==> src/rtl/sram_ctrl_pkg.sv <==
package sram_ctrl_pkg;

  typedef enum logic [2:0] {
    ST_IDLE,
    ST_WR_PULSE,
    ST_WR_TAIL,
    ST_RD_ACC,
    ST_TURN
  } ctrl_state_e;

  // time in ps -> whole clock cycles, rounded up
  function automatic int ps_to_cycles(input int t_ps, input int clk_ps);
    return (t_ps + clk_ps - 1) / clk_ps;
  endfunction

  function automatic int max2(input int a, input int b);
    return (a > b) ? a : b;
  endfunction

endpackage

==> src/rtl/sram_interval_timer.sv <==
module sram_interval_timer #(
  parameter int CNT_W = 4
) (
  input  logic             clk,
  input  logic             rst_n,
  input  logic             load,
  input  logic [CNT_W-1:0] load_val,
  output logic             expired
);

  logic [CNT_W-1:0] cnt_q;

  always_ff @(posedge clk or negedge rst_n) begin
    if (!rst_n) begin
      cnt_q <= '0;
    end else if (load) begin
      cnt_q <= load_val;
    end else if (cnt_q != '0) begin
      cnt_q <= cnt_q - 1'b1;
    end
  end

  assign expired = (cnt_q == '0);

endmodule

==> src/rtl/sram_byte_lane.sv <==
module sram_byte_lane (
  input  logic       clk,
  input  logic       rst_n,
  input  logic       load,
  input  logic       sel_in,
  input  logic [7:0] wdata_in,
  input  logic       lane_on_d,
  input  logic       drive_d,
  input  logic       capture,
  input  logic [7:0] dq_i,
  output logic       be_n,
  output logic [7:0] dq_o,
  output logic       dq_oe,
  output logic [7:0] rdata
);

  logic sel_q;
  logic sel_d;

  assign sel_d = load ? sel_in : sel_q;

  always_ff @(posedge clk or negedge rst_n) begin
    if (!rst_n) begin
      sel_q <= 1'b0;
      be_n  <= 1'b1;
      dq_o  <= '0;
      dq_oe <= 1'b0;
      rdata <= '0;
    end else begin
      sel_q <= sel_d;
      be_n  <= !(lane_on_d && sel_d);
      dq_oe <= drive_d && sel_d;
      if (load) begin
        dq_o <= wdata_in;
      end
      if (capture) begin
        rdata <= sel_q ? dq_i : 8'h00;
      end
    end
  end

endmodule

==> src/rtl/sram_async_ctrl.sv <==
module sram_async_ctrl
  import sram_ctrl_pkg::*;
#(
  parameter int ADDR_W    = 18,
  parameter int DATA_W    = 16,
  parameter int CLK_PS    = 4000,
  parameter int T_PWE_PS  = 40000,
  parameter int T_BW_PS   = 40000,
  parameter int T_AW_PS   = 40000,
  parameter int T_SD_PS   = 25000,
  parameter int T_WC_PS   = 55000,
  parameter int T_AA_PS   = 55000,
  parameter int T_DOE_PS  = 25000,
  parameter int T_RC_PS   = 55000,
  parameter int T_HZ_PS   = 20000
) (
  input  logic              clk,
  input  logic              rst_n,
  input  logic              req_valid,
  output logic              req_ready,
  input  logic              req_write,
  input  logic [ADDR_W-1:0] req_addr,
  input  logic [DATA_W-1:0] req_wdata,
  input  logic [DATA_W/8-1:0] req_be,
  output logic              rsp_valid,
  output logic [DATA_W-1:0] rsp_rdata,
  output logic [ADDR_W-1:0] sram_addr,
  output logic              sram_ce_n,
  output logic              sram_we_n,
  output logic              sram_oe_n,
  output logic              sram_ub_n,
  output logic              sram_lb_n,
  output logic [DATA_W-1:0] sram_dq_o,
  output logic [DATA_W/8-1:0] sram_dq_oe,
  input  logic [DATA_W-1:0] sram_dq_i
);

  localparam int LANES = DATA_W / 8;

  localparam int WR_PULSE_CYC = max2(
    max2(ps_to_cycles(T_PWE_PS, CLK_PS), ps_to_cycles(T_BW_PS, CLK_PS)),
    max2(ps_to_cycles(T_AW_PS, CLK_PS),  ps_to_cycles(T_SD_PS, CLK_PS)));
  localparam int WR_TAIL_CYC  = max2(ps_to_cycles(T_WC_PS, CLK_PS) - WR_PULSE_CYC, 1);
  localparam int RD_ACC_CYC   = max2(
    max2(ps_to_cycles(T_AA_PS, CLK_PS), ps_to_cycles(T_DOE_PS, CLK_PS)),
    ps_to_cycles(T_RC_PS, CLK_PS));
  localparam int TURN_CYC     = max2(ps_to_cycles(T_HZ_PS, CLK_PS), 1);
  localparam int MAX_CYC      = max2(max2(WR_PULSE_CYC, WR_TAIL_CYC),
                                     max2(RD_ACC_CYC, TURN_CYC));
  localparam int CNT_W        = $clog2(MAX_CYC + 1);

  ctrl_state_e st_q, st_d;

  // named internal events
  logic             accept;
  logic             timer_done;
  logic             timer_load;
  logic [CNT_W-1:0] timer_val;
  logic             rd_capture;
  logic             acc_done;
  logic             nxt_ce, nxt_we, nxt_oe, nxt_drive;
  logic [LANES-1:0] lane_be_n;

  assign req_ready  = (st_q == ST_IDLE);
  assign accept     = req_valid && req_ready;
  assign rd_capture = (st_q == ST_RD_ACC) && timer_done;
  assign acc_done   = timer_done && ((st_q == ST_RD_ACC) || (st_q == ST_WR_TAIL));

  always_comb begin
    st_d = st_q;
    unique case (st_q)
      ST_IDLE:     if (req_valid) st_d = req_write ? ST_WR_PULSE : ST_RD_ACC;
      ST_WR_PULSE: if (timer_done) st_d = ST_WR_TAIL;
      ST_WR_TAIL:  if (timer_done) st_d = ST_IDLE;
      ST_RD_ACC:   if (timer_done) st_d = ST_TURN;
      ST_TURN:     if (timer_done) st_d = ST_IDLE;
      default:     st_d = ST_IDLE;
    endcase
  end

  always_comb begin
    timer_load = (st_d != st_q) && (st_d != ST_IDLE);
    unique case (st_d)
      ST_WR_PULSE: timer_val = CNT_W'(WR_PULSE_CYC - 1);
      ST_WR_TAIL:  timer_val = CNT_W'(WR_TAIL_CYC - 1);
      ST_RD_ACC:   timer_val = CNT_W'(RD_ACC_CYC - 1);
      ST_TURN:     timer_val = CNT_W'(TURN_CYC - 1);
      default:     timer_val = '0;
    endcase
  end

  // strobe levels for the coming cycle, registered below
  assign nxt_ce    = (st_d == ST_WR_PULSE) || (st_d == ST_WR_TAIL) || (st_d == ST_RD_ACC);
  assign nxt_we    = (st_d == ST_WR_PULSE);
  assign nxt_oe    = (st_d == ST_RD_ACC);
  assign nxt_drive = (st_d == ST_WR_PULSE) || (st_d == ST_WR_TAIL);

  sram_interval_timer #(.CNT_W(CNT_W)) u_timer (
    .clk      (clk),
    .rst_n    (rst_n),
    .load     (timer_load),
    .load_val (timer_val),
    .expired  (timer_done)
  );

  always_ff @(posedge clk or negedge rst_n) begin
    if (!rst_n) begin
      st_q      <= ST_IDLE;
      sram_ce_n <= 1'b1;
      sram_we_n <= 1'b1;
      sram_oe_n <= 1'b1;
      rsp_valid <= 1'b0;
      sram_addr <= '0;
    end else begin
      st_q      <= st_d;
      sram_ce_n <= !nxt_ce;
      sram_we_n <= !nxt_we;
      sram_oe_n <= !nxt_oe;
      rsp_valid <= acc_done;
      if (accept) begin
        sram_addr <= req_addr;
      end
    end
  end

  for (genvar g = 0; g < LANES; g++) begin : g_lane
    sram_byte_lane u_lane (
      .clk       (clk),
      .rst_n     (rst_n),
      .load      (accept),
      .sel_in    (req_be[g]),
      .wdata_in  (req_wdata[g*8 +: 8]),
      .lane_on_d (nxt_ce),
      .drive_d   (nxt_drive),
      .capture   (rd_capture),
      .dq_i      (sram_dq_i[g*8 +: 8]),
      .be_n      (lane_be_n[g]),
      .dq_o      (sram_dq_o[g*8 +: 8]),
      .dq_oe     (sram_dq_oe[g]),
      .rdata     (rsp_rdata[g*8 +: 8])
    );
  end

  assign sram_lb_n = lane_be_n[0];
  assign sram_ub_n = lane_be_n[LANES-1];

endmodule

==> config.mk <==
export PLATFORM = sky130hd
export DESIGN_NAME = sram_async_ctrl
export DESIGN_NICKNAME = d
export VERILOG_FILES = /design/src/rtl/sram_ctrl_pkg.sv /design/src/rtl/sram_interval_timer.sv /design/src/rtl/sram_byte_lane.sv /design/src/rtl/sram_async_ctrl.sv
export SDC_FILE = /design/constraint.sdc
export NUM_CORES = 1
export LEC_CHECK = 0
export BUFFER_PORTS_ARGS = -buffer_cell sky130_fd_sc_hd__buf_2
export CAP_MARGIN = 20
export CORE_UTILIZATION = 41
export DETAILED_ROUTE_END_ITERATION = 8
export GPL_TIMING_DRIVEN = 0
export PLACE_DENSITY_LB_ADDON = 0.05
export SLEW_MARGIN = 20
export SYNTH_ARGS = -nofsm -noshare
export SYNTH_HDL_FRONTEND = slang
export SYNTH_SLANG_ARGS = --single-unit
export TNS_END_PERCENT = 1
==> constraint.sdc <==
create_clock -name clk -period 1.7 [get_ports clk]
set_input_delay 0.34 -clock clk [delete_from_list [all_inputs] [get_ports clk]]
set_output_delay 0.34 -clock clk [all_outputs]
set_load 0.02 [all_outputs]
* Word level (Yosys, flattened, before mapping)
Cells that the tools add are included. W data, S select, Z words.
Storage, ports and cells: input bits 56, register bits 67, output and inout bits 59, logic and storage cells 62
Operators by class: multiplexer cells 13, add/sub/neg operators 1, reduce and logical (&&, ||, !) cells 22, eq/ne operators 9
Operator list (count):
- $mux W8 | 2
- $pmux W4 S4 | 1
- $eq A3 B2 Y1 const B | 4
- $mux W3 | 4
- $pmux W3 S4 | 1
- $logic_and A1 B1 Y1 | 8
- $mux W4 | 2
- $eq A3 B1 Y1 const B | 2
- $eq A3 B3 Y1 const B | 2
- $logic_not A1 Y1 | 5
- $logic_not A4 Y1 | 1
- $reduce_bool A4 Y1 | 1
- $sub A4 B1 Y4 const B | 1
- $logic_not A3 Y1 | 1
- $logic_or A1 B1 Y1 | 3
- $ne A3 B3 Y1 | 1
- $reduce_bool A3 Y1 | 1
- $mux W1 | 2
- $mux W2 | 1
- $reduce_bool A2 Y1 | 1
- $reduce_or A2 Y1 | 1

* Logic depth before layout (Yosys ltp)
Gate-level depths: netlist of the first run.
word-level depth 8, depth in mapped cells 7, mapped depth without buffers 6

* Hierarchy
From an unflattened synthesis of the first run, not the netlist that was laid out.
Second synthesis, totals: cell total of the unflattened synthesis 222, area total of the unflattened synthesis 2816.5 um^2
By module, submodules not included:
- sram_byte_lane | instances 2, cells an instance 57, area an instance 725.7 um^2
- sram_async_ctrl | instances 1, cells an instance 86, area an instance 1131.1 um^2
- sram_interval_timer | instances 1, cells an instance 22, area an instance 234.0 um^2

* Worst setup path before layout of the first run
Ideal clock, no wire load.
path type register to register, start point register st_q[2], end point register g_lane[0].u_lane.dq_oe, path slack 0.097 ns, period minus slack after synthesis 1.603 ns, required time 1.582 ns, setup time 0.118 ns, data arrival time 1.484 ns, path buffers 1, stages on the path, launching flop included 6, cells stage by stage dfrtp_1 buf_6 nor3_4 and2_4 mux2_4 and2b_1
Between the ends: elaborated cells between the ends (all ways) 17, those cells by class eq/ne (6); mux (6); reduce/logical (5)
RTL lines:
- from (decl) | line sram_async_ctrl.sv:52 | ctrl_state_e st_q, st_d;
- from (signal assigned) | line sram_async_ctrl.sv:115 | st_q <= st_d;
- $logic_not A3 Y1 | line sram_async_ctrl.sv:64 | assign req_ready = (st_q == ST_IDLE);
- via req_ready | line sram_async_ctrl.sv:20 | output logic req_ready,
- $logic_and A1 B1 Y1 | line sram_async_ctrl.sv:65 | assign accept = req_valid && req_ready;
- $mux W1 | line sram_byte_lane.sv:20 | assign sel_d = load ? sel_in : sel_q;
- via g_lane[0].u_lane.sel_d | line sram_byte_lane.sv:18 | logic sel_d;
- $logic_and A1 B1 Y1 | line sram_byte_lane.sv:32 | dq_oe <= drive_d && sel_d;
- to (signal assigned) | line sram_byte_lane.sv:32
- to (decl) | line sram_byte_lane.sv:13 | output logic dq_oe,
The timed path passes the listed nets, and every way through them passes these cells. A chain may end at the register's enable or synchronous reset.

* Worst setup path after layout of the first run
start point register st_q[2], end point output req_ready
Between the ends: word-level cells in the longest chain between the ends 1
RTL lines (line):
- $logic_not A3 Y1 | sram_async_ctrl.sv:64
- to (decl) | sram_async_ctrl.sv:20
No other way between the ends.

==> impl_metrics.json, run 1 <==
{
  "rrSetupSlack_ns": 0.11,
  "finalClockSkew_ns": 0.00992,
  "cts_tree": "yes",
  "grt_pass1_wl_mm": 10.0,
  "max_freq_mhz": 623,
  "placed_area_mm2": 0.00352,
  "vias": 2335,
  "io_buffer_count": 114,
  "synthArstFlopShare_pct": 100,
  "grt_max_degree": 50,
  "synth_warnings": 0,
  "ys_ff_latch": 67,
  "antenna_found_initial": 0,
  "avgSynthCellArea_um2": 9.65,
  "nets": 480,
  "critical_path.top_delay_family": "flip-flops",
  "design_area_mm2": 0.00384,
  "path_buf_inv": 2,
  "worstPathCellList": "buf_6 > nor3_4 > buf_2",
  "drtIter0Drc": 95,
  "grt_busiest_layer": "met2",
  "syn2layout_area_growth_pct": 36.1,
  "antenna_cells": 0,
  "wl_per_cell_um": 12.1,
  "fillers": 622,
  "violations": "DRC",
  "die_w_um": 84.9,
  "drt_drc_violations_left": 11,
  "synth_top_area_share_pct": 55.0,
  "crit_required_ns": 1.36,
  "drv_cap": 0,
  "grtUsageMet2_pct": 28.6,
  "synth_edf_count": 0,
  "status": "complete, but fails checks",
  "clk_path_buf_depth": 2,
  "rows": 29,
  "start_kind": "register",
  "grt_util_met1_pct": 23.9,
  "grt_use_total_pct": 17.9,
  "hold_class": "in -> reg",
  "maxSlewViolCount": 0,
  "drive_gt1_share_pct": 40.7,
  "critPathMaxStageDelay_ns": 0.37,
  "finalPower_mw": 7.81,
  "ys_top_cells_by_area": "dfrtp_1 55%, nand2_1 19%, dfstp_2 4.7%, o21ai_0 3.2%, buf_12 2.8%",
  "drtPass1Iterations": 7,
  "dp_hpwl_mm": 4.34,
  "relSlewSlack_pct": 75.0,
  "cts_made_buffers": 9,
  "start_util_pct": 43.4,
  "cp_max_fo": 10,
  "yosysTopAreaCell": "dfrtp_1",
  "netlist_area_mm2": 0.00282,
  "slowest_stage": "dfrtp_1",
  "use_met3_pct": 3.60,
  "cellLeakagePower_nw": 2.12,
  "htree_levels": 3,
  "fp.dieArea_mm2": 0.00721,
  "coreArea_mm2": 0.00649,
  "pin_count": 115,
  "synth.distinct_cells": 36,
  "ant_nets": 0,
  "cts_sinks": 67,
  "ys_seq_area_share_pct": 59.7,
  "synthFlopType": "dfrtp_1",
  "cts_root_buffer": "clkbuf_8",
  "final.min_clock_period_ns": 1.60,
  "synthCells": 292,
  "post-route-period-util_pct": 94.3,
  "critical_path_arrival_ns": 1.26,
  "path_class": "reg -> out",
  "tightestPinTransition_ns": 0.374,
  "power_density_mw_per_mm2": 2030,
  "clkTransAtPathRegs_ns": 0.07,
  "setup_violations": 0,
  "vias_per_cell": 4.62,
  "hold_viol": 0,
  "grt_remaining_overflow": 0,
  "wl_mm": 6.11,
  "synth_nets": 349,
  "ir_drop_mv": 0.866,
  "grt_pass1_vias": 2177,
  "gp_congestion": 0.776,
  "chipHeight_um": 84.9,
  "multiInputGateArea_um2": 970,
  "insertion_delay_ns": 0.33,
  "worstSetupEndpointType": "output pin",
  "ff_latch_area_mm2": 0.00168
}
cell usage in the layout (no fill, tap or decap), types with 2 or more instances in the layout:
cell type,Yosys,final
nand2_1,142,142
buf_2,8,120
dfrtp_1,62,62
o21ai_0,18,18
clkbuf_8,0,12
buf_4,2,8
nor2_1,6,6
dfstp_2,5,5
a21oi_1,4,4
buf_12,4,4
inv_1,5,3
nor3_1,3,3
o21ai_1,3,3
bufinv_16,0,3
inv_2,0,2
buf_6,2,2
nor2b_4,2,2
nand2_2,2,2
mux2_4,2,2
registers in the layout, summed over array words and instances (netlist names):
register and count:
g_lane.u_lane.be_n 2, g_lane.u_lane.dq_o 16, g_lane.u_lane.dq_oe 2, g_lane.u_lane.rdata 16, g_lane.u_lane.sel_q 2, rsp_valid 1
sram_addr 18, sram_ce_n 1, sram_oe_n 1, sram_we_n 1, st_q 3, u_timer.cnt_q 4
routing by layer:
layer / routed length, µm / vias to the layer above / share of wire [%]
li1: - / 1186 / -
met1: 2760 / 1074 / 45
met2: 2910 / 67 / 48
met3: 357 / 8 / 5.8
met4: 75 / 0 / 1.2
met5: 0 / - / 0
cell usage after synthesis (all sizes together), types with 2 or more instances:
cell type and count:
a21oi 4, dfrtp 62, nor3 4, inv 5, nand3 2, o21ai 21, nor2b 2, nand2 144
nor2 6, nor3b 2, mux2 3, clkbuf 2, buf 16, dfstp 5, a211oi 2
power breakdown:
group          total (mW)  leakage, nW  internal [mW]  switching, mW
Sequential           2.75        0.811           2.39          0.364
Combinational        3.39         1.17           1.30           2.09
Clock                1.67        0.133           1.09          0.575
worst min-delay path, delay by kind of cell:
kind / cells / cell delay, ns
buf+inv: 1 / 0.07
simple gates: 2 / 0.08
area by class of cell:
cell class              instances  area share [%]
plain buffers                  18            4.40
clock buffers                  12            4.30
clock inverters                 4            2.48
inverters                       5           0.489
multi-input cells             202            25.3
flip-flops and latches         67            43.9
well taps                      77            2.51
repair buffers                120            16.7
what timing repair did:
action	in CTS	in global routing
hold endpoints to repair	18	0
setup buffers	2	2
cloned	0	0
resized for setup	3	4
setup endpoints to repair	17	24
hold buffers	1	0
pin swaps	0	1
per-stage QoR:
stage | std cells | setup WS [ns] | TNS [ns] | hold slack (ns) | utilization (%)
6_report | 505 | 0.0961 | 0 | 0.189 | 59.1
5_1_grt | 505 | -0.00533 | -0.00717 | 0.189 | 59.1
4_1_cts | 503 | -0.0128 | -0.0128 | 0.180 | 58.7
3_5_place_dp | 484 | -0.0844 | -0.769 | 0.243 | 54.1
3_3_place_gp | 483 | -0.0606 | -3.27 | 0.452 | 53.7
2_1_floorplan | 292 | 0.0974 | 0 | 0.0444 | -
cell families (layout without fill, tap and decap cells):
family | count (synthesis) | in the layout | share of synthesized area, %
buf+inv | 23 | 159 | 6.52
compound gates | 33 | 33 | 6.79
simple gates | 164 | 164 | 24.7
flops | 67 | 67 | 59.7
mux | 4 | 4 | 1.82
fa+ha+maj | 1 | 1 | 0.444
worst paths after layout:
check                                            endpoint        startpoint  cells past startpoint
min in group asynchronous                    sram_addr[2]             rst_n                      2
worst min register to register              sram_addr[11]     sram_addr[11]                      2
worst max register to register  g_lane[0].u_lane.rdata[6]  u_timer.cnt_q[0]                      6
worst min-delay path                         sram_addr[3]       req_addr[3]                      3
max in group asynchronous           g_lane[0].u_lane.be_n             rst_n                      3
worst max-delay path                            req_ready           st_q[2]                      3
No activity file was read; power rests on OpenSTA's default activity.
==> run 2, diff against run 1 <==
--- a/config.mk
+++ b/config.mk
@@ -5,7 +5,7 @@
 export SDC_FILE = /design/constraint.sdc
 export NUM_CORES = 1
 export LEC_CHECK = 0
-export BUFFER_PORTS_ARGS = -buffer_cell sky130_fd_sc_hd__buf_2
+export BUFFER_PORTS_ARGS = -buffer_cell sky130_fd_sc_hd__buf_4
 export CAP_MARGIN = 20
 export CORE_UTILIZATION = 41
 export DETAILED_ROUTE_END_ITERATION = 8
==> run 2 against run 1 <==
The flow still finishes with violations (DRC). Worst setup slack lost 0.044 ns. Non-clock buffer count shrank 5. Core utilization is 2.4 points higher. Global-route usage up 1.1 points. Count of clock-buffer cells in the layout grew 1. Cell area is 4.1% higher. Fmax down 2.7%. Wire length up 2.8%. Clock skew down 0.00099 ns. Final cell count decreased by 0.99%. Worst hold slack worse by 0.12 ns.
==> impl_metrics.json, run 2 (synthesized netlist as in run 1, its figures left out) <==
{
  "drt_drc_violations_left": 11,
  "rrSetupSlack_ns": 0.05,
  "largest_register_ffs": 18,
  "critical_path_arrival_ns": 1.87,
  "cts_made_buffers": 9,
  "htree_levels": 3,
  "wl_per_cell_um": 12.6,
  "setup_violations": 0,
  "ir_drop_mv": 1.02,
  "fp.dieArea_mm2": 0.00721,
  "rows": 29,
  "hold_viol": 0,
  "status": "complete, but fails checks",
  "layout_commonest_cell": "nand2_1",
  "cts_tree": "yes",
  "wl_mm": 6.28,
  "start_kind": "register",
  "max_freq_mhz": 607,
  "relSlewSlack_pct": 44.0,
  "insertion_delay_ns": 0.34,
  "worstSetupEndpointType": "register",
  "hold_slack_ns": 0.0724,
  "cp_max_fo": 4,
  "power_density_mw_per_mm2": 1970,
  "drive_gt1_share_pct": 39.0,
  "hold_class": "in -> async",
  "drv_cap": 0,
  "cts_sinks": 67,
  "vias_per_cell": 4.71,
  "clk_path_buf_depth": 2,
  "drtIter0Drc": 81,
  "utilization_pct": 61.5,
  "pin_count": 115,
  "design_area_mm2": 0.00400,
  "top_regs": "sram_addr (18), g_lane.u_lane.dq_o (16), g_lane.u_lane.rdata (16)",
  "antenna_cells": 0,
  "grt_pass1_vias": 2316,
  "start_util_pct": 43.4,
  "finalClockSkew_ns": 0.00892,
  "dp_hpwl_mm": 4.52,
  "placed_area_mm2": 0.00377,
  "chipHeight_um": 84.9,
  "dp_slack_ns": -0.0603,
  "tightestPinTransition_ns": 0.840,
  "vias": 2355,
  "drtPass1Iterations": 8,
  "antenna_found_initial": 0,
  "grt_use_total_pct": 19.0,
  "ant_nets": 0,
  "cts_root_buffer": "clkbuf_8",
  "nets": 475,
  "crit_required_ns": 1.92,
  "final_cell_mix": "142 x nand2_1, 118 x buf_4, 62 x dfrtp_1",
  "rsz0062_at_grt": "yes",
  "syn2layout_area_growth_pct": 41.7,
  "grt_max_degree": 68,
  "final.min_clock_period_ns": 1.65,
  "coreArea_mm2": 0.00649,
  "path_class": "reg -> reg",
  "top_register": "sram_addr",
  "maxSlewViolCount": 0,
  "fin_ws_ns": 0.0524,
  "post-route-period-util_pct": 96.9,
  "gp_congestion": 0.834,
  "die_w_um": 84.9,
  "io_buffer_count": 114,
  "cellLeakagePower_nw": 2.14,
  "grt_remaining_overflow": 0,
  "grt_pass1_wl_mm": 10.6,
  "clkTransAtPathRegs_ns": 0.07,
  "violations": "DRC"
}
## run 2: changes by cell type in the layout (fill, tap and decap cells not counted), sizes merged
cell         delta
buf             -4
clkbuf          +1
clkinvlp        +1
dlygate4sd3     -1
bufinv          -2
## run 2: per-layer routing
metal | track usage (%) | up-vias | routed length (µm)
li1 | - | 1182 | -
met4 | 9.40 | 0 | 129
met5 | 0 | - | 0
met1 | 24.5 | 1099 | 2800
met2 | 31.0 | 63 | 3020
met3 | 3.50 | 11 | 325
## run 2: path summary, 6_finish.rpt
check | start | depth (start not counted) | end
hold reg to reg | sram_addr[5] | 2 | sram_addr[5]
setup reg to reg | u_timer.cnt_q[0] | 7 | g_lane[0].u_lane.dq_oe
max in group asynchronous | rst_n | 1 | rsp_valid
setup / recovery | u_timer.cnt_q[0] | 7 | g_lane[0].u_lane.dq_oe
hold / removal | rst_n | 1 | sram_addr[2]
min in group clk | req_wdata[13] | 3 | g_lane[1].u_lane.dq_o[5]
## run 2: metrics by stage
stage | total power [mW] | setup TNS, ns | std cells
after floorplan | 5.03 | 0 | 292
after detailed placement | 6.57 | -0.237 | 483
after CTS | 7.93 | 0 | 500
after global placement | 6.48 | -0.495 | 483
after global routing | 8.43 | -0.843 | 500
final | 7.86 | 0 | 500
## run 2: cell type report
cell class | instances | area (µm²)
clock buffers | 13 | 159
repair buffers | 115 | 863
fillers | 615 | 2500
plain buffers | 18 | 171
multi-input cells | 202 | 957
well taps | 77 | 96.3
clock inverters | 3 | 46.3
inverters | 5 | 18.8
flip-flops and latches | 67 | 1680
## run 2: where the power goes
part	internal (mW)	switching (mW)	leakage, nW
clock	0.762	0.583	0.0998
combinational	1.65	2.07	1.23
sequential	2.39	0.410	0.811
total	4.80	3.06	2.14
## run 2: critical path, cell delays in order, from the launching register on
cell     delay [ns]
dfrtp_1        0.42
inv_1          0.09
ha_1           0.20
nor3b_4        0.27
buf_4          0.17
o21ai_0        0.07
nand2_1        0.14
and2b_1        0.19
## run 2: repair_timing
item | 4_1_cts | 5_1_grt
setup endpoints to repair | 12 | 21
hold buffers | 0 | 0
gates resized for setup | 1 | 6
buffers inserted | 1 | 0
pin swaps | 0 | 1
